`config.mk`:
```
export PLATFORM = sky130hd
export DESIGN_NAME = mdio_master
export DESIGN_NICKNAME = d
export VERILOG_FILES = /design/src/rtl/mdio_master.sv
export SDC_FILE = /design/constraint.sdc
export NUM_CORES = 1
export LEC_CHECK = 0
export BUFFER_PORTS_ARGS = -buffer_cell sky130_fd_sc_hd__buf_4
export CAP_MARGIN = 10
export CORE_ASPECT_RATIO = 0.6
export CORE_MARGIN = 2
export CORE_UTILIZATION = 52
export DETAILED_ROUTE_END_ITERATION = 10
export PLACE_DENSITY = 0.87
export SLEW_MARGIN = 20
export SYNTH_ARGS = -nofsm -noshare
export SYNTH_HDL_FRONTEND = slang
export SYNTH_SLANG_ARGS = --single-unit
```
`constraint.sdc`:
```
create_clock -name clk -period 2.2 [get_ports clk]
set_input_delay 0.22 -clock clk [delete_from_list [all_inputs] [get_ports clk]]
set_output_delay 0.22 -clock clk [all_outputs]
set_load 0.02 [all_outputs]
```
`src/rtl/mdio_master.sv`:
```
module mdio_master #(
  parameter int DIV_BASE = 1
) (
  input  logic        clk,
  input  logic        rst_n,
  input  logic        wr_en,
  input  logic [1:0]  wr_addr,
  input  logic [31:0] wr_data,
  input  logic [1:0]  rd_addr,
  output logic [31:0] rd_data,
  output logic        mdc,
  output logic        mdio_out,
  output logic        mdio_oe,
  input  logic        mdio_in
);
  localparam int HW = $clog2(8 * DIV_BASE + 1);

  logic [25:0] addr_q;
  logic [15:0] data_q;
  logic [1:0]  cmd_q;
  logic        skip_q;
  logic [2:0]  csel_q;
  logic        busy_q;
  logic [3:0]  c22sel_q;
  logic        aphase_q;
  logic [5:0]  bit_q;
  logic        mdc_q;
  logic [HW-1:0] div_q;
  logic [15:0] shift_q;

  logic        is_c22, rd_frame, tick, start;
  logic [HW-1:0] half_lim;
  logic [1:0]  st, op, ta;
  logic [4:0]  dr;
  logic [15:0] fdata;
  logic [63:0] frame;

  assign is_c22   = (addr_q[20:18] == 3'd0) && c22sel_q[addr_q[17:16]];
  assign rd_frame = !aphase_q && (cmd_q != 2'd1);
  assign half_lim = HW'((32'(csel_q) + 1) * DIV_BASE - 1);
  assign tick     = busy_q && (div_q == half_lim);
  assign start    = wr_en && !busy_q && (wr_addr == 2'd1) && wr_data[22] && (wr_data[17:16] != 2'd0);

  always_comb begin
    st    = 2'b00;
    op    = 2'b00;
    ta    = 2'b10;
    dr    = addr_q[25:21];
    fdata = data_q;
    if (aphase_q) begin
      fdata = addr_q[15:0];
    end else if (is_c22) begin
      st = 2'b01;
      op = (cmd_q == 2'd1) ? 2'b01 : 2'b10;
      dr = addr_q[4:0];
    end else begin
      op = (cmd_q == 2'd1) ? 2'b01 : (cmd_q == 2'd2) ? 2'b10 : 2'b11;
    end
    if (rd_frame) ta = 2'b11;
  end

  assign frame    = {32'hFFFF_FFFF, st, op, addr_q[20:16], dr, ta, fdata};
  assign mdc      = mdc_q;
  assign mdio_out = busy_q && frame[6'd63 - bit_q];
  assign mdio_oe  = busy_q && !(rd_frame && bit_q >= 6'd46);

  always_comb begin
    case (rd_addr)
      2'd0:    rd_data = {6'd0, addr_q};
      2'd1:    rd_data = {9'd0, busy_q, csel_q, skip_q, cmd_q, data_q};
      2'd2:    rd_data = {28'd0, c22sel_q};
      default: rd_data = 32'd0;
    endcase
  end

  always_ff @(posedge clk or negedge rst_n) begin
    if (!rst_n) begin
      addr_q   <= '0;
      data_q   <= '0;
      cmd_q    <= '0;
      skip_q   <= 1'b0;
      csel_q   <= '0;
      busy_q   <= 1'b0;
      c22sel_q <= '0;
      aphase_q <= 1'b0;
      bit_q    <= '0;
      mdc_q    <= 1'b0;
      div_q    <= '0;
      shift_q  <= '0;
    end else if (!busy_q) begin
      if (wr_en) begin
        case (wr_addr)
          2'd0: addr_q <= wr_data[25:0];
          2'd1: begin
            data_q <= wr_data[15:0];
            cmd_q  <= wr_data[17:16];
            skip_q <= wr_data[18];
            csel_q <= wr_data[21:19];
          end
          2'd2: c22sel_q <= wr_data[3:0];
          default: ;
        endcase
      end
      if (start) begin
        busy_q   <= 1'b1;
        aphase_q <= !(is_c22 || wr_data[18]);
        bit_q    <= '0;
        mdc_q    <= 1'b0;
        div_q    <= '0;
      end
    end else if (!tick) begin
      div_q <= div_q + 1'b1;
    end else begin
      div_q <= '0;
      if (!mdc_q) begin
        mdc_q <= 1'b1;
        if (rd_frame && bit_q >= 6'd48) shift_q <= {shift_q[14:0], mdio_in};
      end else begin
        mdc_q <= 1'b0;
        if (bit_q == 6'd63) begin
          bit_q <= '0;
          if (aphase_q) begin
            aphase_q <= 1'b0;
          end else begin
            busy_q <= 1'b0;
            if (rd_frame) data_q <= shift_q;
            if (cmd_q == 2'd2 && !is_c22) addr_q[15:0] <= addr_q[15:0] + 16'd1;
          end
        end else begin
          bit_q <= bit_q + 1'b1;
        end
      end
    end
  end
endmodule

```
==> metrics.txt <==
cell accounting for the most synthesized area=dfrtp_1; Layout Nets=~650; CP max-delay cell=mux4_2; Hold Path Class=in2reg; most frequent cells in the layout=buf_4 (112), dfrtp_1 (79), nand2_1 (60), nor2_1 (57), mux2i_1 (40); DRT iter0 DRCs=around 470; Worst Reg2Reg Path Length in Cells=7; worst skew pair latency=approximately 0.35 ns; Final Critical Period=between 2 and 3 ns; fin worst setup slack=-0.4892 ns; RSZ-0062 raised after global routing=yes; CTS tree=built; Worst R2R Start=addr_q[17]; most common cell after layout, fill and taps aside=buf_4; Critical Path Fanout Max=3; die height=slightly below 80 um; Die ar.=between 0.01 and 0.015 mm2; Fillers=674; Util after Layout=approximately two thirds; Initial Util=a little over half; Mapped Avg Cell Area=slightly below 10 um2; status=finished, violations left; critical path class=reg2out; leakage=2.887 nW; Slew @ Worst Pin=0.8255 ns; Post-synth EDFFs=0; Worst VDD drop=0.6530 mV; flop2flop setup slack=approximately 0.01 ns; GPL Wtd Cong=around 0.95; register area=~0.0020 mm2; max_slew headroom=between 40% and 50%; Worst setup EP type=output pin; root buffer cell=clkbuf_16; Avg WL per Cell=19.38 um; Clock power frac=roughly a fifth; clock skew=0.007835 ns; main area contributors after synthesis=dfrtp_1 (42%), mux2i_1 (8.7%), mux2_2 (6.7%); Hold Fails Final Rpt=0; final antenna-violating net count=0; H-tree depth=3; Data required, critical path=just under 2 ns; PwrDens=approximately 1200 mW/mm2; antenna violations before repair=0; slowest stage delay, CP=0.57 ns; global-route wire length before repair=22,340 um; GRT Overall Usage=28.79%; area share of the largest cell type after synthesis=41.85%; Multi-input gate area=0.002708 mm2; Ant. Diodes=0; FFs w/ async S/R, synth=100.0%; Psw=about 3.0 mW; synthesis-to-finish area growth=27.59%; Seq pwr share=around a third; Cells on Worst Hold Path=3; I/O Buffers=slightly above 60; dpl hpwl=9942 um; hold worst-path end=addr_q[19]; number of synthesized register bits=81; share of post-route cells with drive strength above 1=about a third; clock buffer depth=2; final instance area=about 0.006 mm2; Vias/cell=approximately 6; grt ovf=0; I/O pin count=75; final slew viol count=0; P_int=about 4.5 mW; Clock Pin Slew Worst Setup and Hold Paths=about 0.060 ns; Period Utilization, post-route=122.2%; vias in the first global route=~4,300; Comb pwr share=46.2%; Pre-antenna DRT Iters=7; Netlist cell types=65; Synth Flop Type=dfrtp_1; Switching Fraction=39.75%; register area share after synthesis=between 40% and 50%; TritonCTS buffer count=9; highest clock rate=approximately 370 MHz; largest net degree at the start of global routing=50; crit start category=flip-flop; MaxCap Viol Count=0; Num Clock Sinks=roughly 80; die width=128.6 um; Synth Instances=between 500 and 600; failing checks=negative setup slack; Synth Cell Area=around 0.0048 mm2; FP Rows=27; Core ar.=0.009121 mm2; min-delay src=wr_data[19]; drt total wl=14,050 um; crit path cell chain=mux4_2 -> nand3_4 -> mux2_4 -> o211ai_2 -> o2111ai_1 -> o31a_1 -> buf_6; critical path arrival=approximately 2.5 ns; DRC viols=0; R2R Path End=addr_q[5]; placed cell areas=0.005725 mm2; Syn. warnings=0; endpoints failing setup=1; routed vias=~4,500
repair_timing:
action | CTS | global route
endpoints found under the setup margin | 14 | 20
hold endpoints to repair | 48 | 0
pin swaps | 3 | 6
hold buffers | 1 | 0
gates resized for setup | 3 | 25
buffers inserted | 3 | 3
gates cloned | 0 | 1
through the flow:
step	setup slack, ns	cells	total power [mW]	hold slack, ns	setup TNS, ns
floorplan	0.007814	508	4.393	-0.07559	0
global placement	-0.08098	701	5.533	0.2805	-0.08957
detailed placement	-0.1212	701	5.695	0.2923	-0.4165
CTS	-0.4694	721	7.274	0.06821	-0.4694
global route	-0.5391	725	7.881	0.09463	-0.6156
finish	-0.4892	725	7.483	0.07463	-0.4892
area by class of cell:
cell class | instances | area share (%)
clock inverter | 7 | 1.154
sequential | 81 | 32.84
clock buffer | 9 | 3.644
multi-input combinational | 382 | 43.81
tap | 116 | 2.349
inverter | 7 | 0.4252
timing repair buffer | 123 | 15.77
cell usage after synthesis (4+ instances only):
cell type	number
a21oi_1	39
and2_1	6
buf_2	9
buf_4	9
clkbuf_1	17
dfrtp_1	81
inv_1	6
mux2_2	29
mux2i_1	42
mux4_2	8
nand2_1	61
nand2b_1	4
nand3_1	11
nand4_1	4
nor2_1	57
nor2b_1	5
nor3_1	7
o21ai_0	23
o221a_2	5
o22ai_1	10
xor2_1	8
power groups by stage:
stage               clock network, mW  logic [mW]  registers [mW]
floorplan                           0        2.08            2.31
global placement                    0        3.08            2.45
detailed placement                  0        3.19            2.50
CTS                              1.53        3.27            2.48
global route                     1.59        3.74            2.56
finish                           1.52        3.46            2.50
logic make-up after synthesis:
kind of cell               share of synthesized area (%)
AOI/OAI and AO/OA                                  14.62
adders and majority gates                         0.7751
buffers and inverters                              4.443
DFF                                                41.85
muxes                                              19.14
and+or+nand+nor                                    17.46
other                                            0.07743
xor gates and xnor gates                           1.628
flip-flops by register name, indices dropped and copies added (netlist names), 2 cells and up:
register,count
addr_q,26
data_q,16
shift_q,16
bit_q,6
c22sel_q,4
div_q,4
csel_q,3
cmd_q,2
critical path, delay by kind of cell (launching register included):
kind,cells,cell delay (ns)
compound gates,3,0.58
mux,2,0.88
simple gates,1,0.13
buf+inv,1,0.14
flops,1,0.38
how the worst max path moves through the flow:
| stage | cells past startpoint | startpoint | to | slack, ns |
|---|---|---|---|---|
| final | 7 | addr_q[17] | mdio_out | -0.49 |
| after global routing | 7 | addr_q[17] | mdio_out | -0.54 |
| after CTS | 7 | addr_q[17] | mdio_out | -0.47 |
| after detailed placement | 7 | addr_q[17] | mdio_out | -0.12 |
| after global placement | 7 | addr_q[17] | mdio_out | -0.08 |
| after floorplan | 6 | addr_q[17] | mdio_out | 0.008 |
per-layer routing:
| layer | wire (um) | GRT usage, % | vias up |
|---|---|---|---|
| li1 | - | - | 2004 |
| met1 | 6162 | 40.61 | 2212 |
| met2 | 6283 | 44.10 | 244 |
| met3 | 1381 | 7.749 | 23 |
| met4 | 222 | 8.261 | 0 |
| met5 | 0 | 0 | - |
(Power assumes the default switching activity.)
